File: src/rtl/irq_dispatch_pkg.sv
package irq_dispatch_pkg;

  localparam int LEVEL_W = 4;

  typedef enum logic [2:0] {
    CLS_NONE   = 3'd0,
    CLS_USER   = 3'd1,
    CLS_KERNEL = 3'd2,
    CLS_DOUBLE = 3'd3,
    CLS_HIGH   = 3'd4
  } exc_class_e;

  // strobes from control to datapath
  typedef struct packed {
    logic       take;
    logic       high;
    logic       wrEpc1;
    logic       wrDepc;
    logic       wrCause;
    exc_class_e cls;
  } disp_strobe_t;

  function automatic logic [31:0] vecOffset(input exc_class_e cls,
                                            input logic [LEVEL_W-1:0] lvl);
    logic [31:0] off;
    case (cls)
      CLS_USER:   off = 32'h340;
      CLS_KERNEL: off = 32'h300;
      CLS_DOUBLE: off = 32'h3C0;
      CLS_HIGH:   off = 32'h400 + ({28'd0, lvl} << 6);
      default:    off = 32'h0;
    endcase
    return off;
  endfunction

endpackage

File: src/rtl/irq_dispatch_ctrl.sv
module irq_dispatch_ctrl
  import irq_dispatch_pkg::*;
#(
  parameter int NUM_IRQ    = 8,
  parameter int NUM_LEVELS = 6,
  parameter bit HAS_DEPC   = 1'b1
) (
  input  logic                             reqValid,
  input  logic [LEVEL_W-1:0]               pendLevel,
  input  logic [LEVEL_W-1:0]               curLevel,
  input  logic [NUM_IRQ-1:0]               intSet,
  input  logic [NUM_IRQ-1:0]               intEnable,
  input  logic [(NUM_LEVELS+1)*NUM_IRQ-1:0] levelMaskFlat,
  input  logic                             excmBit,
  input  logic                             umBit,
  output disp_strobe_t                     strobe
);

  localparam int MASK_W = (NUM_LEVELS + 1) * NUM_IRQ;
  localparam logic [LEVEL_W-1:0] MAX_LVL = LEVEL_W'(NUM_LEVELS);

  logic [NUM_LEVELS:0] lvlHit;
  logic [NUM_IRQ-1:0]  liveLines;
  logic                maskHit;
  logic                inRange;
  logic                aboveCur;
  logic                qualified;

  assign liveLines = intSet & intEnable;

  genvar g;
  generate
    for (g = 0; g <= NUM_LEVELS; g++) begin : g_lvl
      assign lvlHit[g] = |(levelMaskFlat[g*NUM_IRQ +: NUM_IRQ] & liveLines);
    end
  endgenerate

  always_comb begin
    maskHit = 1'b0;
    for (int l = 0; l <= NUM_LEVELS; l++) begin
      if (pendLevel == LEVEL_W'(l)) maskHit = lvlHit[l];
    end
  end

  assign inRange   = (pendLevel != '0) && (pendLevel <= MAX_LVL);
  assign aboveCur  = pendLevel > curLevel;
  assign qualified = reqValid && inRange && aboveCur && maskHit;

  always_comb begin
    strobe         = '0;
    strobe.cls     = CLS_NONE;
    strobe.take    = qualified;
    if (qualified) begin
      if (pendLevel > LEVEL_W'(1)) begin
        strobe.high = 1'b1;
        strobe.cls  = CLS_HIGH;
      end else begin
        strobe.wrCause = 1'b1;
        if (excmBit) begin
          strobe.cls    = CLS_DOUBLE;
          strobe.wrDepc = HAS_DEPC;
          strobe.wrEpc1 = !HAS_DEPC;
        end else begin
          strobe.wrEpc1 = 1'b1;
          strobe.cls    = umBit ? CLS_USER : CLS_KERNEL;
        end
      end
    end
  end

  initial begin
    assert (NUM_LEVELS >= 2 && NUM_LEVELS <= 15 && MASK_W > 0)
      else $error("AST_LEVEL_RANGE: NUM_LEVELS out of range");
  end

endmodule

File: src/rtl/irq_dispatch_dp.sv
module irq_dispatch_dp
  import irq_dispatch_pkg::*;
#(
  parameter int          NUM_LEVELS      = 6,
  parameter int          CAUSE_W         = 6,
  parameter int          EXCM_BIT        = 4,
  parameter logic [5:0]  LEVEL1_CAUSE    = 6'd4,
  parameter bit          RELOC_EN        = 1'b1,
  parameter logic [31:0] DEFAULT_VECBASE = 32'h4000_0000
) (
  input  logic                         clk,
  input  logic                         rstN,
  input  disp_strobe_t                 strobe,
  input  logic [LEVEL_W-1:0]           pendLevel,
  input  logic [31:0]                  pc,
  input  logic [31:0]                  psIn,
  input  logic [31:0]                  vecBase,
  output logic                         takenOut,
  output logic [2:0]                   excClassOut,
  output logic [31:0]                  nextPcOut,
  output logic [31:0]                  psOut,
  output logic [CAUSE_W-1:0]           excCauseOut,
  output logic [31:0]                  depcOut,
  output logic [NUM_LEVELS*32-1:0]     epcFlat,
  output logic [(NUM_LEVELS-1)*32-1:0] epsFlat
);

  localparam logic [31:0] EXCM_MASK = 32'h1 << EXCM_BIT;

  logic [31:0] fixedVec;
  logic [31:0] targetVec;
  logic [31:0] psNew;

  assign fixedVec = DEFAULT_VECBASE + vecOffset(strobe.cls, pendLevel);

  generate
    if (RELOC_EN) begin : g_reloc
      assign targetVec = fixedVec - DEFAULT_VECBASE + vecBase;
    end else begin : g_fixed
      logic [31:0] unusedBase;
      assign unusedBase = vecBase;
      assign targetVec  = fixedVec;
    end
  endgenerate

  always_comb begin
    if (strobe.high) psNew = {psIn[31:LEVEL_W], pendLevel} | EXCM_MASK;
    else             psNew = psIn | EXCM_MASK;
  end

  always_ff @(posedge clk) begin
    if (!rstN) begin
      takenOut    <= 1'b0;
      excClassOut <= CLS_NONE;
      nextPcOut   <= '0;
      psOut       <= '0;
      excCauseOut <= '0;
      depcOut     <= '0;
    end else begin
      takenOut <= strobe.take;
      if (strobe.take) begin
        excClassOut <= strobe.cls;
        nextPcOut   <= targetVec;
        psOut       <= psNew;
      end
      if (strobe.take && strobe.wrCause) excCauseOut <= LEVEL1_CAUSE[CAUSE_W-1:0];
      if (strobe.take && strobe.wrDepc)  depcOut     <= pc;
    end
  end

  genvar g;
  generate
    for (g = 1; g <= NUM_LEVELS; g++) begin : g_epc
      logic wrThis;
      assign wrThis = strobe.take &&
                      ((strobe.high && pendLevel == LEVEL_W'(g)) ||
                       (g == 1 && strobe.wrEpc1));
      always_ff @(posedge clk) begin
        if (!rstN)       epcFlat[(g-1)*32 +: 32] <= '0;
        else if (wrThis) epcFlat[(g-1)*32 +: 32] <= pc;
      end
    end
    for (g = 2; g <= NUM_LEVELS; g++) begin : g_eps
      always_ff @(posedge clk) begin
        if (!rstN) epsFlat[(g-2)*32 +: 32] <= '0;
        else if (strobe.take && strobe.high && pendLevel == LEVEL_W'(g))
          epsFlat[(g-2)*32 +: 32] <= psIn;
      end
    end
  endgenerate

  AST_HOLD_WHEN_IDLE: assert property (@(posedge clk) disable iff (!rstN)
    !takenOut |-> $stable(nextPcOut) && $stable(psOut) && $stable(excClassOut))
    else $error("AST_HOLD_WHEN_IDLE");
  AST_HIGH_SETS_EXCM: assert property (@(posedge clk) disable iff (!rstN)
    (takenOut && excClassOut == CLS_HIGH) |-> psOut[EXCM_BIT] && psOut[LEVEL_W-1:0] > 4'd1)
    else $error("AST_HIGH_SETS_EXCM");
  AST_CAUSE_ONLY_L1: assert property (@(posedge clk) disable iff (!rstN)
    (takenOut && excClassOut == CLS_HIGH) |-> $stable(excCauseOut))
    else $error("AST_CAUSE_ONLY_L1");

endmodule

File: src/rtl/irq_dispatch.sv
module irq_dispatch
  import irq_dispatch_pkg::*;
#(
  parameter int          NUM_IRQ         = 8,
  parameter int          NUM_LEVELS      = 6,
  parameter int          CAUSE_W         = 6,
  parameter int          EXCM_BIT        = 4,
  parameter int          UM_BIT          = 5,
  parameter logic [5:0]  LEVEL1_CAUSE    = 6'd4,
  parameter bit          HAS_DEPC        = 1'b1,
  parameter bit          RELOC_EN        = 1'b1,
  parameter logic [31:0] DEFAULT_VECBASE = 32'h4000_0000
) (
  input  logic                              clk,
  input  logic                              rstN,
  input  logic                              reqValid,
  input  logic [3:0]                        pendLevel,
  input  logic [3:0]                        curLevel,
  input  logic [NUM_IRQ-1:0]                intSet,
  input  logic [NUM_IRQ-1:0]                intEnable,
  input  logic [(NUM_LEVELS+1)*NUM_IRQ-1:0] levelMaskFlat,
  input  logic [31:0]                       pc,
  input  logic [31:0]                       psIn,
  input  logic [31:0]                       vecBase,
  output logic                              takenOut,
  output logic [2:0]                        excClassOut,
  output logic [31:0]                       nextPcOut,
  output logic [31:0]                       psOut,
  output logic [CAUSE_W-1:0]                excCauseOut,
  output logic [31:0]                       depcOut,
  output logic [NUM_LEVELS*32-1:0]          epcFlat,
  output logic [(NUM_LEVELS-1)*32-1:0]      epsFlat
);

  disp_strobe_t strobe;

  irq_dispatch_ctrl #(
    .NUM_IRQ   (NUM_IRQ),
    .NUM_LEVELS(NUM_LEVELS),
    .HAS_DEPC  (HAS_DEPC)
  ) u_ctrl (
    .reqValid     (reqValid),
    .pendLevel    (pendLevel),
    .curLevel     (curLevel),
    .intSet       (intSet),
    .intEnable    (intEnable),
    .levelMaskFlat(levelMaskFlat),
    .excmBit      (psIn[EXCM_BIT]),
    .umBit        (psIn[UM_BIT]),
    .strobe       (strobe)
  );

  irq_dispatch_dp #(
    .NUM_LEVELS     (NUM_LEVELS),
    .CAUSE_W        (CAUSE_W),
    .EXCM_BIT       (EXCM_BIT),
    .LEVEL1_CAUSE   (LEVEL1_CAUSE),
    .RELOC_EN       (RELOC_EN),
    .DEFAULT_VECBASE(DEFAULT_VECBASE)
  ) u_dp (
    .clk        (clk),
    .rstN       (rstN),
    .strobe     (strobe),
    .pendLevel  (pendLevel),
    .pc         (pc),
    .psIn       (psIn),
    .vecBase    (vecBase),
    .takenOut   (takenOut),
    .excClassOut(excClassOut),
    .nextPcOut  (nextPcOut),
    .psOut      (psOut),
    .excCauseOut(excCauseOut),
    .depcOut    (depcOut),
    .epcFlat    (epcFlat),
    .epsFlat    (epsFlat)
  );

  AST_TAKE_ABOVE_CUR: assert property (@(posedge clk) disable iff (!rstN)
    takenOut |-> $past(pendLevel) > $past(curLevel))
    else $error("AST_TAKE_ABOVE_CUR");
  AST_TAKE_IN_RANGE: assert property (@(posedge clk) disable iff (!rstN)
    takenOut |-> ($past(pendLevel) != 4'd0 && $past(pendLevel) <= 4'(NUM_LEVELS)))
    else $error("AST_TAKE_IN_RANGE");
  AST_TAKE_NEEDS_REQ: assert property (@(posedge clk) disable iff (!rstN)
    !$past(reqValid) |-> !takenOut)
    else $error("AST_TAKE_NEEDS_REQ");
  AST_DOUBLE_FROM_EXCM: assert property (@(posedge clk) disable iff (!rstN)
    (takenOut && excClassOut == CLS_DOUBLE) |->
      ($past(psIn[EXCM_BIT]) && $past(pendLevel) == 4'd1))
    else $error("AST_DOUBLE_FROM_EXCM");

endmodule

File: config.mk
export PLATFORM = sky130hd
export DESIGN_NAME = irq_dispatch
export DESIGN_NICKNAME = d
export VERILOG_FILES = /design/src/rtl/irq_dispatch_pkg.sv /design/src/rtl/irq_dispatch_ctrl.sv /design/src/rtl/irq_dispatch_dp.sv /design/src/rtl/irq_dispatch.sv
export SDC_FILE = /design/constraint.sdc
export NUM_CORES = 1
export LEC_CHECK = 0
export BUFFER_PORTS_ARGS = -buffer_cell sky130_fd_sc_hd__buf_2
export CORE_AREA = 2 2 246 248
export DETAILED_ROUTE_END_ITERATION = 7
export DIE_AREA = 0 0 248 250
export HOLD_SLACK_MARGIN = 0.15
export PLACE_DENSITY = 0.58
export SLEW_MARGIN = 5
export SYNTH_ARGS = -nofsm -noshare
export SYNTH_HDL_FRONTEND = slang
export SYNTH_SLANG_ARGS = --single-unit
export TNS_END_PERCENT = 100
File: constraint.sdc
create_clock -name clk -period 8.1 [get_ports clk]
set_input_delay 0.81 -clock clk [delete_from_list [all_inputs] [get_ports clk]]
set_output_delay 0.81 -clock clk [all_outputs]
set_load 0.02 [all_outputs]
After elaboration in Yosys (flattened, before gate mapping)
Index checks and enable logic that the tools add are counted.
{"block": "classes", "addsub": 4, "n_lt_le_gt_ge": 3, "n_eq_ne": 10, "muxes": 17, "bitwise_logic": 8, "reduce_logical": 34}
{"op": "$pmux 32 s4", "count": 1}
{"op": "$and 8x8->8", "count": 8}
{"op": "$reduce_or 8->1", "count": 7}
{"op": "$add 31x32->32 const A", "count": 1}
{"op": "$add 32x32->32", "count": 1}
{"op": "$sub 32x31->32 const B", "count": 1}
{"op": "$logic_and 1x1->1", "count": 24}
{"op": "$add 11x10->12 const A", "count": 1}
{"op": "$eq 4x3->1 const B", "count": 3}
{"op": "$mux 1", "count": 10}
{"op": "$mux 3", "count": 3}
{"op": "$eq 4x2->1 const B", "count": 2}
{"op": "$mux 7", "count": 1}
{"op": "$eq 3x2->1 const B", "count": 2}
{"op": "$eq 4x1->1 const B", "count": 1}
{"op": "$gt 4x1->1 const B", "count": 1}
{"op": "$gt 4x4->1", "count": 1}
{"op": "$le 4x3->1 const B", "count": 1}
{"op": "$logic_not 4->1", "count": 1}
{"op": "$mux 4", "count": 1}
{"op": "$reduce_bool 4->1", "count": 1}
{"op": "$eq 3x1->1 const B", "count": 1}
{"op": "$eq 3x3->1 const B", "count": 1}
{"op": "$mux 2", "count": 1}
{"op": "$logic_or 1x1->1", "count": 1}
{"block": "word_totals", "register_bits": 453, "input_bits": 179, "output_inout_bits": 458, "word_cells": 93}

Logic depth before layout (Yosys ltp)
{"block": "logic_depth", "word_depth": 17, "depth_mapped": 19, "depth_no_buf": 16}

By module
Synthesis repeated with hierarchy kept, for this count alone.
{"block": "hier_totals", "hier_cells": 2134, "area_unflattened_um2": 18129.9}
{"module": "irq_dispatch_dp", "instances": 1, "cells_each": 2016, "area_each_um2": 17354.1, "seq_area_each_um2": 9068.7}
{"module": "irq_dispatch_ctrl", "instances": 1, "cells_each": 118, "area_each_um2": 775.7, "seq_area_each_um2": 0.0}

Worst setup path after synthesis
OpenSTA, ideal clock, no wires.
{"block": "synth_path", "kind": "input port to flip-flop", "start": "input pendLevel[0]", "end": "register u_dp.nextPcOut[28]", "setup_ps": 86, "arrival_time_ps": 4303, "t_required_ps": 8014, "setup_slack_ps": 3711, "path_stages": 19, "path_buffers": 3, "cell_sequence": "buf_4 inv_1 ha_1 nand4_1 nand3b_1 a221o_1 nor4_4 nand3_1 buf_2 buf_2 a21oi_1 ha_1 fa_1 a211o_1 a21oi_1 nor4_1 and4_1 xnor2_1 a211oi_1"}
{"block": "synth_between", "elab_chain_len": 15, "word_cells_on_any_way": 33, "classes_between": "add/sub: 4; order compare: 3; eq/ne: 10; mux: 10; reduce/logical: 6"}
{"element": "start, declared", "line": "irq_dispatch.sv:17", "text": "input logic [3:0] pendLevel,"}
{"element": "$logic_not 4->1", "line": "irq_dispatch_ctrl.sv:41", "text": "if (pendLevel == LEVEL_W'(l)) maskHit = lvlHit[l];"}
{"element": "$mux 1 (7 in a row)", "line": "irq_dispatch_ctrl.sv:41"}
{"element": "$logic_and 1x1->1", "line": "irq_dispatch_ctrl.sv:47", "text": "assign qualified = reqValid && inRange && aboveCur && maskHit;"}
{"element": "$mux 7", "line": "irq_dispatch_ctrl.sv:53", "text": "if (qualified) begin"}
{"element": "$eq 3x3->1 (tied with other cells)", "line": "irq_dispatch_pkg.sv:26", "text": "case (cls)"}
{"element": "$pmux 32 s4", "line": "irq_dispatch_pkg.sv:26"}
{"element": "$add 31x32->32", "line": "irq_dispatch_dp.sv:34", "text": "assign fixedVec = DEFAULT_VECBASE + vecOffset(strobe.cls, pendLevel);"}
{"element": "$sub 32x31->32", "line": "irq_dispatch_dp.sv:38", "text": "assign targetVec = fixedVec - DEFAULT_VECBASE + vecBase;"}
{"element": "$add 32x32->32", "line": "irq_dispatch_dp.sv:38"}
{"element": "end signal, assigned", "line": "irq_dispatch_dp.sv:63", "text": "nextPcOut <= targetVec;"}
{"element": "end, declared", "line": "irq_dispatch_dp.sv:20", "text": "output logic [31:0] nextPcOut,"}
Several ways; a longest one is shown, not always the timed one.
A chain may end at the register's enable or synchronous reset.

Final worst setup path
{"block": "layout_path", "start": "input pendLevel[3]", "end": "register u_dp.nextPcOut[28]"}
The elaborated chain is that of the path after synthesis.

==> impl_metrics.csv <==
group,metric,value,unit
worst_setup_path,critPathCaptureType,"flop",
worst_setup_path,r2r_slack,7.30,ns
route,num_vias,17200,
die,core,59570,sq um
route,firstDrtPassIters,5,
clocking,clock_latency,0.58,ns
power,ir_worst_vdd,0.1421,mV
grt,grt_pass1_wl,103.1,mm
layout,fill_cells,6110,
placed_design,portBuffers,631,
worst_setup_path,cp-start-kind,"input port",
timing,slew-limit-headroom,0.2655,
timing,final.setup.tns,0,ns
logic_synthesis,synth_ff_type,"dfxtp_1",
route,met3RoutedLength,5.860,mm
layout,fin_cells,3374,
die,floorplan.initialDensity,0.2994,
timing,post-route-period-util,0.6695,
grt,antenna_found_initial,3,
placed_design,placedInstanceArea,21470,sq um
clocking,numCtsBuffers,49,
route,top_layer,"met4",
clocking,path_clk_slew,0.06,ns
layout,drive_above_1_share,0.2881,
power,total_power,4.838,mW
route,post_drt_wl_per_cell,20.86,um
route,route.met2.wl,34.25,mm
route,drc_errors,0,
power,leakage,11.39,nW
timing,max_freq,0.1844,GHz
grt,overflow,0,
die,fp-row-count,90,
worst_setup_path,worst_path_largest_cell_delay,0.78,ns
worst_setup_path,cp_slowest_cell,"buf_4",
layout,areaGrowthSynthToFinish,29.67,%
die,dieArea,62000,sq um
layout,final_util,0.3882,
clocking,cts_resized,0,
grt,grt_max_degree,151,
worst_setup_path,crit_chain,"buf_2 -> nor4b_4 -> buf_4 -> nand4_1 -> a311oi_2 -> nor4_4 -> nand3_2 -> buf_4 -> a21oi_1 -> ha_1 -> fa_1 -> a211o_1 -> a21oi_1 -> nor4_1 -> and4_1 -> xnor2_1 -> a211oi_1",
grt,grt_use_total,0.2157,
route,drt-initial-drc-count,924,
power,p_per_area,209.2,nW/um^2
timing,skew,0,ns
logic_synthesis,synth_edf_count,0,
timing,final_max_slew_viol_count,0,
timing,setup_viol,0,
clocking,post_cts_buffers,0,
logic_synthesis,synth_warnings,0,
route,wl_met1,28.11,mm
worst_setup_path,cp.required,8.60,ns
grt,grt_pass1_vias,16810,
logic_synthesis,synth-seq-cells,453,
worst_setup_path,critPathArrivalTime,5.92,ns
timing,rsz0062_at_grt,"false",
die,die-width,248,um
route,postRouteWirelength,70.37,mm
placed_design,dp_hpwl,48.17,mm
worst_setup_path,worstSetupPathType,"input port to flop",
route,antenna_left,0,
die,die_y,250,um
placed_design,place.gp.congestion,0.8753,
clocking,cts_tree,"yes",
outcome,status,"complete, no violations",
layout,layout.nets,2742,
logic_synthesis,async_reset_ff_frac,0,
flow_run,cap_violations,0,
logic_synthesis,ys_seq_area_frac,0.5085,
clocking,cts_buffer_depth,3,
layout,postLayoutCellArea,23130,sq um
placed_design,place_inst,3284,
clocking,clock-sinks,453,
clocking,ctsHoldBuffers,0,
clocking,clockRootBuffer,"clkbuf_16",
logic_synthesis,netlist-cell-type-count,52,
route,avgViaCountPerCell,5.099,
worst_setup_path,cp_max_fo,65,
timing,min_period,5.423,ns
die,io_pins,637,
timing,hold_viol_final,0,
logic_synthesis,syn_inst,2021,
min_path,hp-class,"flop to flop",
timing,worstMarginPinSlew,1.098,ns
logic_synthesis,avgSynthCellArea,8.825,sq um
logic_synthesis,synth_area,17830,sq um
clocking,htreeDepth,2,
flip-flops by register name (all words and copies together), names as in the netlist:
signal and count:
u_dp.epcFlat 192, u_dp.depcOut 32, u_dp.takenOut 1, u_dp.nextPcOut 32, u_dp.psOut 32, u_dp.excClassOut 3, u_dp.epsFlat 160, u_dp.excCauseOut 1
per-layer routing:
layer | up-vias | global-route usage
met2 | 678 | 0.3726
met4 | 0 | 0.07528
li1 | 8033 | -
met3 | 125 | 0.05807
met1 | 8367 | 0.2548
met5 | - | 0
final timing paths:
check,to,from,depth (start not counted)
hold / removal,u_dp.epsFlat[134],u_dp.epsFlat[134],2
setup reg to reg,u_dp.epcFlat[131],u_dp.epcFlat[131],2
setup / recovery,u_dp.nextPcOut[28],pendLevel[3],17
hold reg to reg,u_dp.epsFlat[134],u_dp.epsFlat[134],2
kinds of logic (layout without fill, tap and decap cells):
kind of cell | Yosys count | count (layout) | share of synthesized area
adder cells (fa/ha/maj) | 10 | 10 | 0.007437
other | 1 | 8 | 0.0002103
AO/OA/AOI/OAI | 389 | 389 | 0.1171
buffers and inverters | 182 | 746 | 0.04462
AND/OR/NAND/NOR | 725 | 725 | 0.1773
flip-flops | 453 | 453 | 0.5085
XOR/XNOR | 23 | 23 | 0.01129
multiplexers | 238 | 238 | 0.1336
cell usage in the layout (no fill, tap or decap), types with 4 or more instances in the layout:
cell,Yosys,layout
ha_1,9,9
o21ai_0,118,118
a211oi_1,21,21
nand3_1,193,189
buf_4,18,18
clkbuf_8,0,12
clkbuf_1,119,9
buf_2,35,630
nand2_1,391,390
dfxtp_1,453,453
conb_1,1,5
nor2_1,78,78
clkbuf_16,0,49
nand4_1,16,16
inv_1,8,8
xor2_1,6,6
clkinvlp_4,0,5
and3_1,9,8
o21ai_1,14,14
xnor2_1,17,17
a21oi_1,199,199
a31oi_1,20,20
nor3_1,10,9
bufinv_16,0,4
clkinv_2,0,4
mux2i_1,238,238
Yosys cell counts, drive strengths merged, types with 2 or more instances:
| cell | instances | area share |
|---|---|---|
| a311oi | 2 | 0.0013 |
| or4 | 3 | 0.0013 |
| inv | 9 | 0.0019 |
| dfxtp | 453 | 0.51 |
| buf | 53 | 0.017 |
| nand3 | 193 | 0.054 |
| nand4 | 16 | 0.0056 |
| a21oi | 199 | 0.056 |
| o21ai | 132 | 0.037 |
| nor4b | 2 | 0.0013 |
| ha | 9 | 0.0063 |
| nor4 | 3 | 0.0019 |
| o211ai | 2 | 0.00084 |
| nor3 | 10 | 0.0028 |
| nand3b | 2 | 0.00084 |
| a31oi | 20 | 0.0070 |
| nand2 | 391 | 0.082 |
| nor2b | 3 | 0.0011 |
| or3 | 2 | 0.00070 |
| or2 | 4 | 0.0014 |
| xnor2 | 17 | 0.0083 |
| a21o | 2 | 0.00084 |
| nor2 | 78 | 0.016 |
| and4 | 3 | 0.0015 |
| a211oi | 21 | 0.0088 |
| o21a | 2 | 0.00084 |
| xor2 | 6 | 0.0029 |
| and3 | 9 | 0.0032 |
| a211o | 3 | 0.0015 |
| mux2i | 238 | 0.13 |
| clkbuf | 120 | 0.025 |
| nor3b | 2 | 0.00084 |
through the flow:
step / hold WS (ns) / setup slack (ns)
final: 0.4524 / 2.677
after global routing: 0.4529 / 2.474
after CTS: 0.4390 / 2.710
after detailed placement: 0.4437 / 2.091
after global placement: 0.4398 / 2.241
after floorplan: 0.5332 / 3.711
final cells by class:
type	instances	area [sq um]	share of cell area
diodes	3	7.507	0.0003246
multi-input cells	1390	8064	0.3487
flip-flops and latches	453	9069	0.3921
repair buffers	650	3322	0.1436
inverters	9	41.29	0.001785
clock inverters	18	232.7	0.01006
clock buffers	69	1411	0.06103
well taps	782	978.4	0.04231
power breakdown:
part / internal (mW) / switching, mW / total [mW]
logic: 0.0802 / 0.217 / 0.297
registers: 2.24 / 0.00573 / 2.24
clock network: 1.35 / 0.951 / 2.30
critical path: cells and delay by family:
kind | cells | cell delay, ns
buf+inv | 3 | 1.54
compound gates | 5 | 1.41
simple gates | 6 | 1.30
fa+ha+maj | 2 | 0.70
xor+xnor | 1 | 0.12
Power figures use the tool's default switching activity.
